### config.mk
export PLATFORM = sky130hd
export DESIGN_NAME = endian_lane_steer
export DESIGN_NICKNAME = d
export VERILOG_FILES = /design/src/rtl/steer_pkg.sv /design/src/rtl/steer_ctrl.sv /design/src/rtl/steer_dp.sv /design/src/rtl/endian_lane_steer.sv
export SDC_FILE = /design/constraint.sdc
export NUM_CORES = 1
export LEC_CHECK = 0
export ABC_AREA = 1
export BUFFER_PORTS_ARGS = -buffer_cell sky130_fd_sc_hd__buf_2
export CORE_MARGIN = 2
export CORE_UTILIZATION = 52
export CTS_CLUSTER_DIAMETER = 200
export CTS_CLUSTER_SIZE = 40
export DETAILED_ROUTE_END_ITERATION = 16
export PLACE_DENSITY = 0.84
export SLEW_MARGIN = 20
export SYNTH_ARGS = -nofsm -noshare
export SYNTH_HDL_FRONTEND = slang
export SYNTH_SLANG_ARGS = --single-unit
### constraint.sdc
create_clock -name clk -period 1.9 [get_ports clk]
set_input_delay 0.19 -clock clk [delete_from_list [all_inputs] [get_ports clk]]
set_output_delay 0.19 -clock clk [all_outputs]
set_load 0.1 [all_outputs]
### src/rtl/steer_pkg.sv
package steer_pkg;

  typedef enum logic [1:0] {
    SZ_BYTE = 2'd0,
    SZ_HALF = 2'd1,
    SZ_WORD = 2'd2,
    SZ_WIDE = 2'd3
  } accSize_e;

  // strobes from control to datapath
  typedef struct packed {
    logic capture;
    logic swapLanes;
    logic xorByte;
    logic xorHalf;
    logic strmCapture;
    logic strmRestart;
    logic strmBig;
  } steerStrb_t;

endpackage

### src/rtl/steer_ctrl.sv
module steer_ctrl
  import steer_pkg::*;
(
  input  logic       clk,
  input  logic       rst_n,
  input  logic       reqValid,
  input  logic       internalSrc,
  input  logic [1:0] accSize,
  input  logic       bigEndianIn,
  input  logic       strmValid,
  input  logic       strmStart,
  output steerStrb_t strb
);

  logic      modeReg;
  logic      effBig;
  logic      subWord;
  accSize_e  sz;

  assign sz = accSize_e'(accSize);

  // byte order only follows the input while both paths are idle
  always_ff @(posedge clk) begin
    if (!rst_n)
      modeReg <= 1'b0;
    else if (!reqValid && !strmValid)
      modeReg <= bigEndianIn;
  end

  assign effBig  = modeReg && !internalSrc;
  assign subWord = (sz == SZ_BYTE) || (sz == SZ_HALF);

  always_comb begin
    strb             = '0;
    strb.capture     = reqValid;
    strb.swapLanes   = reqValid && effBig && subWord;
    strb.xorByte     = reqValid && effBig && (sz == SZ_BYTE);
    strb.xorHalf     = reqValid && effBig && (sz == SZ_HALF);
    strb.strmCapture = strmValid;
    strb.strmRestart = strmValid && strmStart;
    strb.strmBig     = modeReg;
  end


  mode_hold_chk: assert property (@(posedge clk) disable iff (!rst_n)
    (reqValid || strmValid) |=> $stable(modeReg));

endmodule

### src/rtl/steer_dp.sv
module steer_dp
  import steer_pkg::*;
#(
  parameter int AW    = 8,
  parameter int LANES = 4
) (
  input  logic               clk,
  input  logic               rst_n,
  input  steerStrb_t         strb,
  input  logic [AW-1:0]      byteAddr,
  input  logic [8*LANES-1:0] wrData,
  input  logic [LANES-1:0]   byteEn,
  input  logic [7:0]         strmByte,
  output logic               outValid,
  output logic [AW-1:0]      regOffset,
  output logic [LANES-1:0]   laneEn,
  output logic [8*LANES-1:0] laneData,
  output logic               strmOutValid,
  output logic [AW-1:0]      strmAddr,
  output logic [LANES-1:0]   strmLaneEn,
  output logic [8*LANES-1:0] strmBus
);

  localparam int DW = 8 * LANES;
  localparam int LB = $clog2(LANES);

  logic [AW-1:0]    offMask;
  logic [DW-1:0]    revData;
  logic [LANES-1:0] revEn;
  logic [AW-1:0]    strmCnt;
  logic [AW-1:0]    curAddr;
  logic [LB-1:0]    laneIdx;
  logic [LB-1:0]    physIdx;

  // lane mirror: host lane g feeds internal lane LANES-1-g
  for (genvar g = 0; g < LANES; g++) begin : g_mirror
    assign revData[8*g +: 8] = wrData[8*(LANES-1-g) +: 8];
    assign revEn[g]          = byteEn[LANES-1-g];
  end

  always_comb begin
    offMask = '0;
    if (strb.xorByte)      offMask = AW'(LANES - 1);
    else if (strb.xorHalf) offMask = AW'(LANES - 2);
  end

  always_ff @(posedge clk) begin
    if (!rst_n) begin
      outValid  <= 1'b0;
      regOffset <= '0;
      laneEn    <= '0;
      laneData  <= '0;
    end else begin
      outValid <= strb.capture;
      if (strb.capture) begin
        regOffset <= byteAddr ^ offMask;
        laneEn    <= strb.swapLanes ? revEn : byteEn;
        laneData  <= strb.swapLanes ? revData : wrData;
      end
    end
  end

  // streaming path: addresses count up, lane follows byte order
  assign curAddr = strb.strmRestart ? '0 : strmCnt;
  assign laneIdx = curAddr[LB-1:0];
  assign physIdx = strb.strmBig ? (LB'(LANES - 1) - laneIdx) : laneIdx;

  always_ff @(posedge clk) begin
    if (!rst_n) begin
      strmCnt      <= '0;
      strmOutValid <= 1'b0;
      strmAddr     <= '0;
      strmLaneEn   <= '0;
      strmBus      <= '0;
    end else begin
      strmOutValid <= strb.strmCapture;
      if (strb.strmCapture) begin
        strmCnt    <= curAddr + AW'(1);
        strmAddr   <= curAddr;
        strmLaneEn <= LANES'(1) << physIdx;
        strmBus    <= DW'(strmByte) << {physIdx, 3'b000};
      end
    end
  end


  strm_onehot_chk: assert property (@(posedge clk) disable iff (!rst_n)
    strmOutValid |-> ($countones(strmLaneEn) == 1));


  strm_seq_chk: assert property (@(posedge clk) disable iff (!rst_n)
    (strb.strmCapture && !strb.strmRestart && strmOutValid)
      |=> (strmAddr == $past(strmAddr) + AW'(1)));

endmodule

### src/rtl/endian_lane_steer.sv
module endian_lane_steer
  import steer_pkg::*;
#(
  parameter int AW    = 8,
  parameter int LANES = 4
) (
  input  logic               clk,
  input  logic               rst_n,
  input  logic               reqValid,
  input  logic               internalSrc,
  input  logic [1:0]         accSize,
  input  logic [AW-1:0]      byteAddr,
  input  logic [8*LANES-1:0] wrData,
  input  logic [LANES-1:0]   byteEn,
  input  logic               bigEndianIn,
  input  logic               strmValid,
  input  logic               strmStart,
  input  logic [7:0]         strmByte,
  output logic               outValid,
  output logic [AW-1:0]      regOffset,
  output logic [LANES-1:0]   laneEn,
  output logic [8*LANES-1:0] laneData,
  output logic               strmOutValid,
  output logic [AW-1:0]      strmAddr,
  output logic [LANES-1:0]   strmLaneEn,
  output logic [8*LANES-1:0] strmBus
);

  localparam int LB = $clog2(LANES);

  steerStrb_t strb;

  steer_ctrl u_ctrl (
    .clk         (clk),
    .rst_n       (rst_n),
    .reqValid    (reqValid),
    .internalSrc (internalSrc),
    .accSize     (accSize),
    .bigEndianIn (bigEndianIn),
    .strmValid   (strmValid),
    .strmStart   (strmStart),
    .strb        (strb)
  );

  steer_dp #(.AW(AW), .LANES(LANES)) u_dp (
    .clk          (clk),
    .rst_n        (rst_n),
    .strb         (strb),
    .byteAddr     (byteAddr),
    .wrData       (wrData),
    .byteEn       (byteEn),
    .strmByte     (strmByte),
    .outValid     (outValid),
    .regOffset    (regOffset),
    .laneEn       (laneEn),
    .laneData     (laneData),
    .strmOutValid (strmOutValid),
    .strmAddr     (strmAddr),
    .strmLaneEn   (strmLaneEn),
    .strmBus      (strmBus)
  );


  valid_lat_chk: assert property (@(posedge clk) disable iff (!rst_n)
    reqValid |=> outValid);


  no_spurious_chk: assert property (@(posedge clk) disable iff (!rst_n)
    !reqValid |=> !outValid);


  word_pass_chk: assert property (@(posedge clk) disable iff (!rst_n)
    (reqValid && accSize[1])
      |=> (regOffset == $past(byteAddr) && laneEn == $past(byteEn)
           && laneData == $past(wrData)));


  bypass_chk: assert property (@(posedge clk) disable iff (!rst_n)
    (reqValid && internalSrc)
      |=> (regOffset == $past(byteAddr) && laneEn == $past(byteEn)));


  byte_lane_chk: assert property (@(posedge clk) disable iff (!rst_n)
    (reqValid && accSize == 2'd0 && byteEn == (LANES'(1) << byteAddr[LB-1:0]))
      |=> (laneEn == (LANES'(1) << regOffset[LB-1:0])));

endmodule

After elaboration in Yosys (flattened, before gate mapping). Index checks and enable logic that the tools add are counted.

Flip-flop bits (word level): 99. Input port bits: 61. Output and inout bits: 90. Logic and storage cells: 34.

$add $sub $neg: 2. Equal/unequal tests: 1. Shifts and indexed selects: 2. Muxes and demuxes: 6. Bitwise gates (word level): 1. Reductions and logical operators: 12.

Operators by type and width (count): 32-bit 2-to-1 mux (1); 8-bit by 5-bit left shift with 32-bit output (1); 8-bit 2-to-1 mux (2); 8-bit by 1-bit adder with 8-bit output, second input constant (1); 8-bit bitwise XOR (1); 1-bit logical AND (7); 2-bit 2-to-1 mux (2); 4-bit 2-to-1 mux (1); 1-bit by 2-bit left shift with 4-bit output, first input constant (1); 1-bit zero test (3); 2-bit by 1-bit equality test with 1-bit output, second input constant (1); 2-bit zero test (1); 2-bit subtractor, first input constant (1); 1-bit logical OR (1).

Longest topological paths before layout.
Depth in word-level cells: 7. Depth in mapped cells: 11. Depth with buffers taken out: 11.

Cells and area by module. Synthesis repeated with hierarchy kept, for this count alone.

Cell total of the unflattened synthesis: 535. Area total of the unflattened synthesis: 4110.2 um^2.

Modules (own cells, without submodules): steer_dp (times used 1, cells each 517, area an instance 4006.3 um^2, sequential area each 1961.9 um^2); steer_ctrl (times used 1, cells each 18, area an instance 103.8 um^2, sequential area each 20.0 um^2).

Worst setup path after synthesis. No wires, ideal clock.

Kind: flip-flop to flip-flop. Start point: register u_dp.laneData[0] (netlist name). End point: register u_dp.laneData[0]. Library setup time: 0.075 ns. Data arrival time: 1.266 ns. Data required time: 1.825 ns. Slack: 0.559 ns. Stages on the path, launching flop included: 3. Path buffers: 0. Clock period less this slack: 1.341 ns. Path through: dfxtp_1 o21ai_0 a31oi_1.

RTL lines: end signal: assignment (line steer_dp.sv:58) `laneData <= strb.swapLanes ? revData : wrData;`; end: declaration (line steer_dp.sv:17) `output logic [8*LANES-1:0] laneData,`.

Worst setup path in the final report.
Start point: register u_ctrl.modeReg. End point: register u_dp.laneData[2].

Word-level cells in the longest chain between the ends: 4.

Ends and longest elaborated chain: start: declaration (line steer_ctrl.sv:15) `logic modeReg;`; start signal: assignment (line steer_ctrl.sv:27) `modeReg <= bigEndianIn;`; 1-bit logical AND (line steer_ctrl.sv:30) `assign effBig = modeReg && !internalSrc;`; 1-bit logical AND (2 in a row) (line steer_ctrl.sv:36) `strb.swapLanes = reqValid && effBig && subWord;`; 32-bit 2-to-1 mux (line steer_dp.sv:58).

No other way between the ends. A chain may end at the register's enable or synchronous reset.

==> results.sh <==
export IMPL_drt_vias_per_instance=5.46
export IMPL_placement_setup_worst_slack_ns=0.329
export IMPL_critPathArrivalTime_ns=1.87
export IMPL_yosysSeqAreaShare=0.499
export IMPL_postLayoutSetupSlackWorst_ns=0.322
export IMPL_dieWidth_um=91.4
export IMPL_timing_critical_path_cells="inv_2, nor2_2, nand2_1, inv_2, nand2_1, a31oi_1"
export IMPL_tritoncts_num_buffers=9
export IMPL_grt_start_max_net_pins=59
export IMPL_type_of_the_worst_setup_path="reg -> reg"
export IMPL_ys_dominant_reg_cell="sky130_fd_sc_hd__dfxtp_1"
export IMPL_power_switching_mw=1.79
export IMPL_grt_usage=0.250
export IMPL_drcViolationCount=0
export IMPL_area_growth_synth_to_final_pct=23.7
export IMPL_initial_core_util=0.542
export IMPL_cpMaxStageDelayCell="sky130_fd_sc_hd__dfxtp_1"
export IMPL_critPathTopFamily="buffers and inverters"
export IMPL_period_minus_slack_ns=1.58
export IMPL_max_slew_margin=0.617
export IMPL_synth_most_common_cell="sky130_fd_sc_hd__nand2_1"
export IMPL_status="complete, no violations"
export IMPL_row_count=31
export IMPL_cts_resized=0
export IMPL_finalCritPeriodShare=0.830
export IMPL_finalMaxSlewViolations=0
export IMPL_via_count_of_the_first_global_routing_pass=3671
export IMPL_wl_mm=10.3
export IMPL_grt_setup_unrepaired="false"
export IMPL_synth_cells_most_frequent="134 x sky130_fd_sc_hd__nand2_1, 99 x sky130_fd_sc_hd__dfxtp_1, 56 x sky130_fd_sc_hd__o21ai_0, 51 x sky130_fd_sc_hd__a21oi_1, 36 x sky130_fd_sc_hd__a31oi_1"
export IMPL_cts_path_max_buffers=2
export IMPL_share_of_synthesized_flip_flops_with_an_asynchronous_set_or_reset=0
export IMPL_route_antenna_remaining_nets=0
export IMPL_tns_ns=0
export IMPL_critical_path_required_ns=2.19
export IMPL_die_height_um=91.4
export IMPL_postCtsSetupBuffers=0
export IMPL_skew_ns=0.00797
export IMPL_clock_tree_from_tritoncts="built"
export IMPL_number_of_synthesized_flops_with_an_enable_pin=0
export IMPL_worst_slew_pin_transition_ns=0.574
export IMPL_hold_path_class="in -> reg"
export IMPL_routed_via_count=4070
export IMPL_io_pins=151
export IMPL_clk_pin_slew_worst_paths_ns=0.10
export IMPL_post_route_cells_drive_above_1_share=0.282
export IMPL_part_of_the_power_in_registers=0.451
export IMPL_power_report_internal_total_mw=3.16
export IMPL_antenna_found_initial=0
export IMPL_antenna_diode_count=0
export IMPL_setup_viol=0
export IMPL_cts_sinks=99
export IMPL_globalRouteOverflowTotal=0
export IMPL_drt_pass1_iter_count=4
export IMPL_final_net_count=704
export IMPL_max_cap_viol_count=0
export IMPL_clockPowerShare=0.303
export IMPL_report_final_hold_viol_count=0
export IMPL_detailed_place_hpwl_mm=7.10
export IMPL_leakagePower_nw=2.23
export IMPL_cpPeakStageDelay_ns=0.44
export IMPL_htreeDepth=3
export IMPL_postSynthRegisterBits=99
export IMPL_initialDrtViolationCount=234
export IMPL_power_per_unit_of_standard_cell_area_mw_per_mm2=1010
export IMPL_gpl_final_weighted_congestion=0.834
export IMPL_timing_critical_path_fanout_max=36
export IMPL_buffer_ports_inserted=150
export IMPL_design_die_area_mm2=0.00835
export IMPL_clock_tree_root_cell="sky130_fd_sc_hd__clkbuf_8"
export IMPL_power_share_switching=0.362
export IMPL_fmaxAchievable_mhz=634
export IMPL_netlist_area_mm2=0.00397
export IMPL_start_kind="register"
export IMPL_combinationalPowerShare=0.247
export IMPL_placeableCoreArea_mm2=0.00733
export IMPL_final_fill_count=647
export IMPL_ir_worst_vdd_mv=0.539
export IMPL_syn_area_per_cell_um2=7.72
export IMPL_insertion_delay_ns=0.36
export IMPL_route_detailed_wl_per_inst_um=13.8
export IMPL_synth_top_area_cell="sky130_fd_sc_hd__dfxtp_1"
export IMPL_synth_area_leaders="sky130_fd_sc_hd__dfxtp_1 50%, sky130_fd_sc_hd__nand2_1 13%, sky130_fd_sc_hd__o21ai_0 7.1%, sky130_fd_sc_hd__a21oi_1 6.4%, sky130_fd_sc_hd__a31oi_1 5.7%"
export IMPL_grt_first_pass_wirelength_mm=17.1
export IMPL_cts_hold_buffers_added=0
export IMPL_netlist_instances=514
export IMPL_critical_path_buf_inv_count=2
export IMPL_endpoint_kind="register"
export IMPL_yosysUniqueCellTypes=25
export IMPL_ys_warn_count=0
export IMPL_netlist_area_leader_share=0.499
export IMPL_synthesis_nets=576
## cells by family after synthesis
family	count (synthesis)	synth area share
buf+inv	55	0.0674
flops	99	0.499
xor+xnor	1	0.00221
simple gates	213	0.233
compound gates	145	0.195
fa+ha+maj	1	0.00315
## layout by cell type (no fill, tap or decap), types with 2 or more instances in the layout
cell type and count:
sky130_fd_sc_hd__clkbuf_8 10, sky130_fd_sc_hd__inv_2 3, sky130_fd_sc_hd__nand2_1 134, sky130_fd_sc_hd__nor2_1 28
sky130_fd_sc_hd__buf_4 8, sky130_fd_sc_hd__dfxtp_1 99, sky130_fd_sc_hd__buf_2 150, sky130_fd_sc_hd__inv_1 10
sky130_fd_sc_hd__a31oi_1 36, sky130_fd_sc_hd__nand2_4 2, sky130_fd_sc_hd__a21oi_1 51, sky130_fd_sc_hd__bufinv_16 2
sky130_fd_sc_hd__nand2_2 3, sky130_fd_sc_hd__nand3_1 12, sky130_fd_sc_hd__o21ai_0 56, sky130_fd_sc_hd__nand4_1 32
## path summary, 6_finish.rpt
path                          from           endpoint  slack, ns  cells past startpoint
setup / recovery    u_ctrl.modeReg   u_dp.laneData[2]       0.32                      6
hold / removal         byteAddr[2]  u_dp.regOffset[2]       0.06                      3
hold reg to reg   u_dp.strmBus[30]   u_dp.strmBus[30]       0.47                      2
setup reg to reg    u_ctrl.modeReg   u_dp.laneData[2]       0.32                      6
## per-layer routing
layer / global-route usage / wire length, um
met3: 0.0863 / 814
met2: 0.404 / 4990
met4: 0.0922 / 178
met5: 0 / 0
met1: 0.307 / 4290
## power groups by stage
stage / registers [mW] / clock network [mW] / logic (mW)
2_1_floorplan: 2.99 / 0 / 0.280
3_3_place_gp: 2.28 / 0 / 1.21
3_5_place_dp: 2.28 / 0 / 1.22
4_1_cts: 2.23 / 1.52 / 1.22
5_1_grt: 2.25 / 1.62 / 1.28
6_report: 2.23 / 1.50 / 1.22
## state kept, by name (all words and copies together) (netlist names)
signal / cells
u_dp.strmBus: 32
u_dp.strmCnt: 8
u_dp.strmLaneEn: 4
u_ctrl.modeReg: 1
u_dp.regOffset: 8
u_dp.laneEn: 4
u_dp.laneData: 32
u_dp.strmOutValid: 1
u_dp.outValid: 1
u_dp.strmAddr: 8
## worst register-to-register path, delay by kind of cell (launching register included)
kind / cells / cell delay, ns
flip-flops: 1 / 0.44
AND/OR/NAND/NOR: 3 / 0.38
buffers and inverters: 2 / 0.54
AO/OA/AOI/OAI: 1 / 0.15
## cell type report
class	count	area, um^2	share of cell area
clock inverters	5	85.1	0.0173
well taps	99	124	0.0252
multi-input cells	360	1720	0.350
flip-flops and latches	99	1980	0.403
repair buffers	158	811	0.165
inverters	14	52.6	0.0107
clock buffers	10	138	0.0280
## through the flow
stage | instance area, um^2 | std cells | hold slack [ns] | power [mW] | utilization
floorplan | 3970 | 514 | 0.325 | 3.27 | -
global placement | 4690 | 730 | 0.415 | 3.48 | 0.640
detailed placement | 4690 | 730 | 0.422 | 3.50 | 0.640
CTS | 4910 | 745 | 0.0390 | 4.98 | 0.670
global route | 4910 | 745 | 0.0432 | 5.15 | 0.670
finish | 4910 | 745 | 0.0585 | 4.96 | 0.670
No activity file was read; power rests on OpenSTA's default activity.
